**config.mk**
```make
export PLATFORM = sky130hd
export DESIGN_NAME = ctlseq_top
export DESIGN_NICKNAME = d
export VERILOG_FILES = /design/src/rtl/ctlseq_pkg.sv /design/src/rtl/ctlseq_fsm.sv /design/src/rtl/ctlseq_regs.sv /design/src/rtl/ctlseq_decode.sv /design/src/rtl/ctlseq_top.sv
export SDC_FILE = /design/constraint.sdc
export NUM_CORES = 1
export LEC_CHECK = 0
export BUFFER_PORTS_ARGS = -buffer_cell sky130_fd_sc_hd__buf_4
export CAP_MARGIN = 20
export CELL_PAD_IN_SITES_DETAIL_PLACEMENT = 1
export CELL_PAD_IN_SITES_GLOBAL_PLACEMENT = 1
export CORE_MARGIN = 2
export CORE_UTILIZATION = 35
export DETAILED_ROUTE_END_ITERATION = 8
export PLACE_DENSITY_LB_ADDON = 0.1
export SLEW_MARGIN = 20
export SYNTH_ARGS = -nofsm -noshare
export SYNTH_HDL_FRONTEND = slang
export SYNTH_SLANG_ARGS = --single-unit
```
**constraint.sdc**
```tcl
create_clock -name clk -period 2.64 [get_ports clk]
set_input_delay 0.132 -clock clk [delete_from_list [all_inputs] [get_ports clk]]
set_output_delay 0.132 -clock clk [all_outputs]
set_load 0.03 [all_outputs]
```
**src/rtl/ctlseq_pkg.sv**
```systemverilog
package ctlseq_pkg;

  localparam int BYTE_W = 8;
  localparam int NUM_REGS = 4;
  localparam int BAUD_W = 7;

  // Field positions used by the sequencer and decoder
  localparam int SYNC_ONE_BIT = 7;
  localparam int IRST_BIT = 6;
  localparam int PAR_EN_BIT = 4;
  localparam int PAR_EVEN_BIT = 5;

  typedef enum logic [1:0] {
    PH_MODE  = 2'd0,
    PH_SYNC1 = 2'd1,
    PH_SYNC2 = 2'd2,
    PH_CMD   = 2'd3
  } phase_e;

  // Register slots, in load-vector order
  localparam int SLOT_MODE = 0;
  localparam int SLOT_SYNC1 = 1;
  localparam int SLOT_SYNC2 = 2;
  localparam int SLOT_CMD = 3;

  typedef struct packed {
    logic              sync_mode;
    logic [1:0]        sync_count;
    logic [BAUD_W-1:0] baud_div;
    logic [3:0]        data_bits;
    logic              parity_en;
    logic              parity_even;
    logic [2:0]        stop_halves;
  } mode_cfg_t;

  function automatic mode_cfg_t decode_mode(input logic [BYTE_W-1:0] m);
    mode_cfg_t c;
    c.sync_mode = (m[1:0] == 2'b00);
    case (m[1:0])
      2'b10:   c.baud_div = BAUD_W'(16);
      2'b11:   c.baud_div = BAUD_W'(64);
      default: c.baud_div = BAUD_W'(1);
    endcase
    c.data_bits = 4'd5 + {2'b00, m[3:2]};
    c.parity_en = m[PAR_EN_BIT];
    c.parity_even = m[PAR_EN_BIT] & m[PAR_EVEN_BIT];
    if (c.sync_mode) begin
      c.stop_halves = 3'd0;
      c.sync_count = m[SYNC_ONE_BIT] ? 2'd1 : 2'd2;
    end else begin
      c.sync_count = 2'd0;
      case (m[7:6])
        2'b01:   c.stop_halves = 3'd2;
        2'b10:   c.stop_halves = 3'd3;
        2'b11:   c.stop_halves = 3'd4;
        default: c.stop_halves = 3'd0;
      endcase
    end
    return c;
  endfunction

endpackage

```
**src/rtl/ctlseq_fsm.sv**
```systemverilog
module ctlseq_fsm
  import ctlseq_pkg::*;
#(
  parameter int NREG = NUM_REGS
) (
  input  logic            clk,
  input  logic            rst,
  input  logic            wr,
  input  logic            async_sel,
  input  logic            irst_req,
  input  logic            one_sync,
  output phase_e          phase,
  output logic [NREG-1:0] ld
);

  phase_e phase_q, phase_d;

  always_comb begin
    phase_d = phase_q;
    ld = '0;
    if (wr) begin
      unique case (phase_q)
        PH_MODE: begin
          ld[SLOT_MODE] = 1'b1;
          phase_d = async_sel ? PH_CMD : PH_SYNC1;
        end
        PH_SYNC1: begin
          ld[SLOT_SYNC1] = 1'b1;
          phase_d = one_sync ? PH_CMD : PH_SYNC2;
        end
        PH_SYNC2: begin
          ld[SLOT_SYNC2] = 1'b1;
          phase_d = PH_CMD;
        end
        PH_CMD: begin
          ld[SLOT_CMD] = 1'b1;
          phase_d = irst_req ? PH_MODE : PH_CMD;
        end
        default: phase_d = PH_MODE;
      endcase
    end
  end

  always_ff @(posedge clk) begin
    if (rst) phase_q <= PH_MODE;
    else     phase_q <= phase_d;
  end

  assign phase = phase_q;

  // Reset wins over a simultaneous write
  assert_reset_phase_R6: assert property (@(posedge clk)
    rst |=> phase_q == PH_MODE);

  assert_async_skip_R2: assert property (@(posedge clk) disable iff (rst)
    (phase_q == PH_MODE && wr && async_sel) |=> phase_q == PH_CMD);

  assert_sync_enter_R3: assert property (@(posedge clk) disable iff (rst)
    (phase_q == PH_MODE && wr && !async_sel) |=> phase_q == PH_SYNC1);

  assert_cmd_stay_R4: assert property (@(posedge clk) disable iff (rst)
    (phase_q == PH_CMD && wr && !irst_req) |=> phase_q == PH_CMD);

  assert_irst_return_R5: assert property (@(posedge clk) disable iff (rst)
    (phase_q == PH_CMD && wr && irst_req) |=> phase_q == PH_MODE);

  assert_idle_phase_R11: assert property (@(posedge clk) disable iff (rst)
    !wr |=> $stable(phase_q));

endmodule

```
**src/rtl/ctlseq_regs.sv**
```systemverilog
module ctlseq_regs #(
  parameter int W = 8,
  parameter int N = 4
) (
  input  logic                clk,
  input  logic                rst,
  input  logic [N-1:0]        ld,
  input  logic [W-1:0]        d,
  output logic [N-1:0][W-1:0] q
);

  for (genvar i = 0; i < N; i++) begin : g_slot
    always_ff @(posedge clk) begin
      if (rst)        q[i] <= '0;
      else if (ld[i]) q[i] <= d;
    end

    // A slot moves only when its own load fires
    assert_slot_hold_R12: assert property (@(posedge clk) disable iff (rst)
      !ld[i] |=> $stable(q[i]));

    assert_slot_load_R12: assert property (@(posedge clk) disable iff (rst)
      ld[i] |=> q[i] == $past(d));
  end

endmodule

```
**src/rtl/ctlseq_decode.sv**
```systemverilog
module ctlseq_decode
  import ctlseq_pkg::*;
(
  input  logic              clk,
  input  logic              rst,
  input  logic              ld,
  input  logic [BYTE_W-1:0] d,
  output mode_cfg_t         cfg
);

  mode_cfg_t cfg_q;

  always_ff @(posedge clk) begin
    if (rst)     cfg_q <= decode_mode('0);
    else if (ld) cfg_q <= decode_mode(d);
  end

  assign cfg = cfg_q;

  assert_cfg_hold_R11: assert property (@(posedge clk) disable iff (rst)
    !ld |=> $stable(cfg_q));

  assert_bits_range_R8: assert property (@(posedge clk) disable iff (rst)
    cfg_q.data_bits >= 4'd5 && cfg_q.data_bits <= 4'd8);

endmodule

```
**src/rtl/ctlseq_top.sv**
```systemverilog
module ctlseq_top
  import ctlseq_pkg::*;
(
  input  logic        clk,
  input  logic        rst,
  input  logic        ctl_wr,
  input  logic [7:0]  ctl_data,
  output logic [1:0]  phase,
  output logic [7:0]  mode_byte,
  output logic [7:0]  sync1_byte,
  output logic [7:0]  sync2_byte,
  output logic [7:0]  cmd_byte,
  output logic        sync_mode,
  output logic [1:0]  sync_count,
  output logic [6:0]  baud_div,
  output logic [3:0]  data_bits,
  output logic        parity_en,
  output logic        parity_even,
  output logic [2:0]  stop_halves
);

  phase_e                          ph;
  logic [NUM_REGS-1:0]             ld;
  logic [NUM_REGS-1:0][BYTE_W-1:0] regs;
  mode_cfg_t                       cfg;

  ctlseq_fsm #(.NREG(NUM_REGS)) u_fsm (
    .clk       (clk),
    .rst       (rst),
    .wr        (ctl_wr),
    .async_sel (|ctl_data[1:0]),
    .irst_req  (ctl_data[IRST_BIT]),
    .one_sync  (regs[SLOT_MODE][SYNC_ONE_BIT]),
    .phase     (ph),
    .ld        (ld)
  );

  ctlseq_regs #(.W(BYTE_W), .N(NUM_REGS)) u_regs (
    .clk (clk),
    .rst (rst),
    .ld  (ld),
    .d   (ctl_data),
    .q   (regs)
  );

  ctlseq_decode u_dec (
    .clk (clk),
    .rst (rst),
    .ld  (ld[SLOT_MODE]),
    .d   (ctl_data),
    .cfg (cfg)
  );

  assign phase       = ph;
  assign mode_byte   = regs[SLOT_MODE];
  assign sync1_byte  = regs[SLOT_SYNC1];
  assign sync2_byte  = regs[SLOT_SYNC2];
  assign cmd_byte    = regs[SLOT_CMD];
  assign sync_mode   = cfg.sync_mode;
  assign sync_count  = cfg.sync_count;
  assign baud_div    = cfg.baud_div;
  assign data_bits   = cfg.data_bits;
  assign parity_en   = cfg.parity_en;
  assign parity_even = cfg.parity_even;
  assign stop_halves = cfg.stop_halves;

  // Decoder and register file stay in step
  assert_sync_match_R7: assert property (@(posedge clk) disable iff (rst)
    sync_mode == (mode_byte[1:0] == 2'b00));

  assert_sync_stop_R10: assert property (@(posedge clk) disable iff (rst)
    sync_mode |-> (stop_halves == 3'd0 && baud_div == 7'd1));

  // A sync-phase write never lands in the mode register
  assert_mode_guard_R12: assert property (@(posedge clk) disable iff (rst)
    (ctl_wr && ph != PH_MODE) |=> $stable(mode_byte));

endmodule

```
; ---- After elaboration in Yosys (flattened, before gate mapping)
; Index checks and enable logic that the tools add are counted.
[word_totals]
output_inout_bits = 53
reg_bits = 53
elab_cells = 39
in_bits = 11
[op_classes]
muxes = 14
n_addsub = 1
n_eq_ne = 8
bitwise = 1
n_reduce_logical = 3
[ops]
columns = cell, count
row1 = $pmux 7 s2, 1
row2 = $eq 2x2->1 const B, 6
row3 = $pmux 3 s3, 1
row4 = $mux 2, 4
row5 = $pmux 2 s4, 1
row6 = $mux 1, 5
row7 = $add 3x2->4 const A, 1
row8 = $eq 2x1->1 const B, 2
row9 = $logic_not 2->1, 2
row10 = $mux 4, 1
row11 = $mux 3, 1
row12 = $reduce_or 2->1, 1
row13 = $and 1x1->1, 1

; ---- Longest topological paths before layout
[depth]
word_depth = 3
ltp_mapped = 5
depth_no_buf = 4

; ---- By module
; From an unflattened synthesis, not the netlist that was laid out.
[unflattened]
cells_unflattened = 188
hier_area_um2 = 1915.6
[modules_own_cells]
columns = module, area_each_um2, seq_area_each_um2, n_inst, cells_each
row1 = ctlseq_regs, 1141.1, 640.6, 1, 103
row2 = ctlseq_decode, 643.1, 300.3, 1, 71
row3 = ctlseq_fsm, 125.1, 40.0, 1, 13
row4 = ctlseq_top, 6.3, 0.0, 1, 1

; ---- Worst setup path before layout
; No wires, ideal clock.
[synth_timing]
path_kind = register -> register
from = reg u_fsm.phase_q[0], in the netlist u_fsm.phase[0]
to = reg u_dec.cfg_q (netlist bit u_dec.cfg[17])
n_path_buf = 2
synth_period_minus_slack_ns = 1.504
path_slack_ns = 1.136
arrival_time_ns = 1.384
stages_incl_launch_ff = 5
required_time_ns = 2.520
setup_ns = 0.120
path_cell_list = dfxtp_1 > or3b_1 > buf_2 > buf_2 > a211o_1
[synth_via]
elab_chain_cells = 3
[synth_lines]
columns = element, line_no
row1 = from (decl), ctlseq_fsm.sv:16  ; phase_e phase_q, phase_d;
row2 = from (signal assigned), ctlseq_fsm.sv:46  ; else phase_q <= phase_d;
row3 = $logic_not 2->1, ctlseq_fsm.sv:22  ; unique case (phase_q)
row4 = $mux 1, ctlseq_fsm.sv:22
row5 = $mux 4, ctlseq_fsm.sv:21  ; if (wr) begin
row6 = to (signal assigned), ctlseq_decode.sv:14  ; if (rst) cfg_q <= decode_mode('0);
row7 = to (signal assigned), ctlseq_decode.sv:15  ; else if (ld) cfg_q <= decode_mode(d);
row8 = to (decl), ctlseq_decode.sv:11  ; mode_cfg_t cfg_q;
; No other way between the ends.
; A chain may end at the register's enable or synchronous reset.

; ---- Worst setup path in the final report
[layout_timing]
from = reg u_fsm.phase_q[0], in the netlist u_fsm.phase[0]
to = reg u_dec.cfg_q (netlist bit u_dec.cfg[7])
; The elaborated chain is that of the path after synthesis.

==> impl_metrics.json <==
{
  "nNetsFinal": 288,
  "fin_tns_setup_ns": 0,
  "p_leak_nw": 0.987,
  "routed_wl_mm": 4.93,
  "synth_area_sq_um": 1830,
  "vias": 1627,
  "io_buffers": 59,
  "end_kind": "register",
  "overflow": 0,
  "yosysUniqueCellTypes": 25,
  "r2r-start": "u_fsm.phase[0]$_SDFFE_PP0P_",
  "grt_pass1_wl_mm": 7.93,
  "r2r_slack_ns": 0.88,
  "dr.pass1.iters": 4,
  "io-pin-count": 64,
  "fin_crit_sh": 0.667,
  "regToRegEndpoint": "u_dec.cfg[7]$_SDFFE_PP1P_",
  "crit_fanout": 18,
  "drv_slew": 0,
  "layout_common_cells": "nand2_1 (76), buf_4 (61), dfxtp_1 (48), a21oi_1 (42), nand3_1 (6)",
  "fmax_mhz": 568,
  "status": "finished, final reports clean",
  "cts_root_buf": "clkbuf_8",
  "synth_area_per_cell_sq_um": 8.08,
  "antenna_found_initial": 0,
  "hold_class": "in2reg",
  "finalPower_mw": 1.56,
  "rsz0062_at_grt": "no",
  "wl_per_cell_um": 14.3,
  "clockBufferDepth": 2,
  "max-slew-margin-rel": 0.617,
  "cp_cell_sequence": "or3b_1 -> buf_4 -> a211o_1",
  "synth_compound_area_frac": 0.153,
  "mostFrequentLayoutCell": "nand2_1",
  "slowest_delay_ns": 0.67,
  "synth_mux_area_frac": 0,
  "globalplace.congestion": 0.709,
  "postCtsSetupRepairBufs": 0,
  "finalCriticalPeriod_ns": 1.76,
  "diodes": 0,
  "drive_gt1_frac": 0.255,
  "irDropWorstVdd_v": 0.000326,
  "grt_pass1_vias": 1508,
  "p_per_area_nw_per_um2": 656,
  "drtIter0Drc": 65,
  "cts_sinks": 48,
  "grt_max_degree": 49,
  "startpoint_type": "register",
  "synthXorXnorAreaFrac": 0,
  "drc_errors": 0,
  "instances_no_fill": 345,
  "clkLatencyLatePin_ns": 0.30,
  "synth_top_area_frac": 0.526,
  "dp_hpwl_mm": 3.30,
  "via_per_inst": 4.72,
  "arrival_ns": 1.96,
  "synth_area_leaders": "dfxtp_1 (53%), nand2_1 (16%), a21oi_1 (12%)",
  "yosysWarnings": 0,
  "yosys.area_share.simple": 0.233,
  "cts-buffers-inserted": 5,
  "synth_top_family_by_area": "simple AND/OR/NAND/NOR gates",
  "finalClockSkew_ns": 0.00641,
  "cts_tree": "built",
  "synthAdderAreaFrac": 0.0205,
  "grtUsageTotal": 0.171,
  "syn_inst": 226,
  "hold_buffers": 0,
  "drtAntennaViolNets": 0,
  "initial_core_util": 0.360,
  "die_w_um": 76.2,
  "crit_type": "reg2reg",
  "drv_cap": 0,
  "clkTransAtPathRegs_ns": 0.09,
  "hold_path_depth": 2,
  "ctsResizeCount": 0,
  "ys_ff_latch": 48,
  "hold-path-endpoint": "u_fsm.phase[0]$_SDFFE_PP0P_",
  "dieArea_sq_um": 5810,
  "yosysSeqAreaShare": 0.526,
  "htreeDepth": 2,
  "place_inst": 337,
  "yosysTopAreaCell": "dfxtp_1",
  "hold_start": "ctl_wr",
  "ff2ff_path_depth": 3,
  "die_h_um": 76.2,
  "area_growth_pct": 30.1,
  "worst_pin_slew_ns": 0.574,
  "core-area_sq_um": 5070,
  "hold_violations": 0,
  "setup_viol": 0,
  "row_count": 26,
  "slowest_stage": "or3b_1",
  "fin_ws_ns": 0.879,
  "dp_slack_ns": 0.877,
  "worstPathRequired_ns": 2.84
}
Yosys cell counts (all sizes together):
library cell	n
a211o	5
nand3	6
conb	1
inv	1
nand3b	3
a21oi	42
and3b	2
nand2	76
clkbuf	11
and3	1
o21ai	1
or3	2
ha	3
o21bai	1
nor2	5
a211oi	1
or2	1
or3b	1
nor3	1
dfxtp	48
a31oi	1
nor3b	1
buf	12
layer usage:
metal | vias to the layer above | part of all wire | track usage | wire length [um]
li1 | 828 | - | - | -
met1 | 755 | 0.50 | 0.239 | 2470
met2 | 38 | 0.45 | 0.266 | 2220
met3 | 6 | 0.041 | 0.0379 | 201
met4 | 0 | 0.0085 | 0.0491 | 42
met5 | - | 0 | 0 | 0
cell type report:
| type | count | area (sq um) |
|---|---|---|
| Inverter | 1 | 3.75 |
| Clock inverter | 2 | 35.0 |
| Sequential cell | 48 | 961 |
| Fill cell | 641 | 2700 |
| Clock buffer | 6 | 72.6 |
| Tap cell | 70 | 87.6 |
| Timing Repair Buffer | 61 | 458 |
| Multi-Input combinational cell | 157 | 758 |
state kept, by name (all words and copies together), names as in the netlist:
name,flops
u_fsm.phase,2
u_regs.q,32
u_dec.cfg,14
cells by family after synthesis:
logic type	count (synthesis)
and+or+nand+nor	99
AOI/OAI and AO/OA	51
DFF	48
buffers and inverters	24
adders and majority gates	3
other	1
power by group:
| group | internal (mW) | total [mW] | switching [mW] |
|---|---|---|---|
| Combinational | 0.0862 | 0.254 | 0.168 |
| Sequential | 0.757 | 0.782 | 0.0248 |
| Clock | 0.281 | 0.521 | 0.240 |
worst max-delay path, delay by kind of cell (launching register included):
kind	cells	cell delay, ns
buffers and inverters	1	0.29
DFF	1	0.42
and+or+nand+nor	1	0.67
AOI/OAI and AO/OA	1	0.29
through the flow:
stage,cell area (sq um),hold WS (ns),utilization
2_1_floorplan,1840,0.229,-
3_3_place_gp,2270,0.400,0.447
3_5_place_dp,2270,0.413,0.447
4_1_cts,2380,0.103,0.468
5_1_grt,2380,0.107,0.468
6_report,2380,0.110,0.468
worst max-delay path by stage:
stage	from	endpoint	slack, ns
2_1_floorplan	u_fsm.phase[0]$_SDFFE_PP0P_	u_dec.cfg[17]$_SDFFE_PP1P_	1.14
3_3_place_gp	u_fsm.phase[0]$_SDFFE_PP0P_	u_dec.cfg[5]$_SDFFE_PP1P_	0.89
3_5_place_dp	u_fsm.phase[0]$_SDFFE_PP0P_	u_dec.cfg[7]$_SDFFE_PP1P_	0.88
4_1_cts	u_fsm.phase[1]$_SDFFE_PP0P_	u_dec.cfg[7]$_SDFFE_PP1P_	0.88
5_1_grt	u_fsm.phase[0]$_SDFFE_PP0P_	u_dec.cfg[7]$_SDFFE_PP1P_	0.74
6_report	u_fsm.phase[0]$_SDFFE_PP0P_	u_dec.cfg[7]$_SDFFE_PP1P_	0.88
No activity file was read; power rests on OpenSTA's default activity.
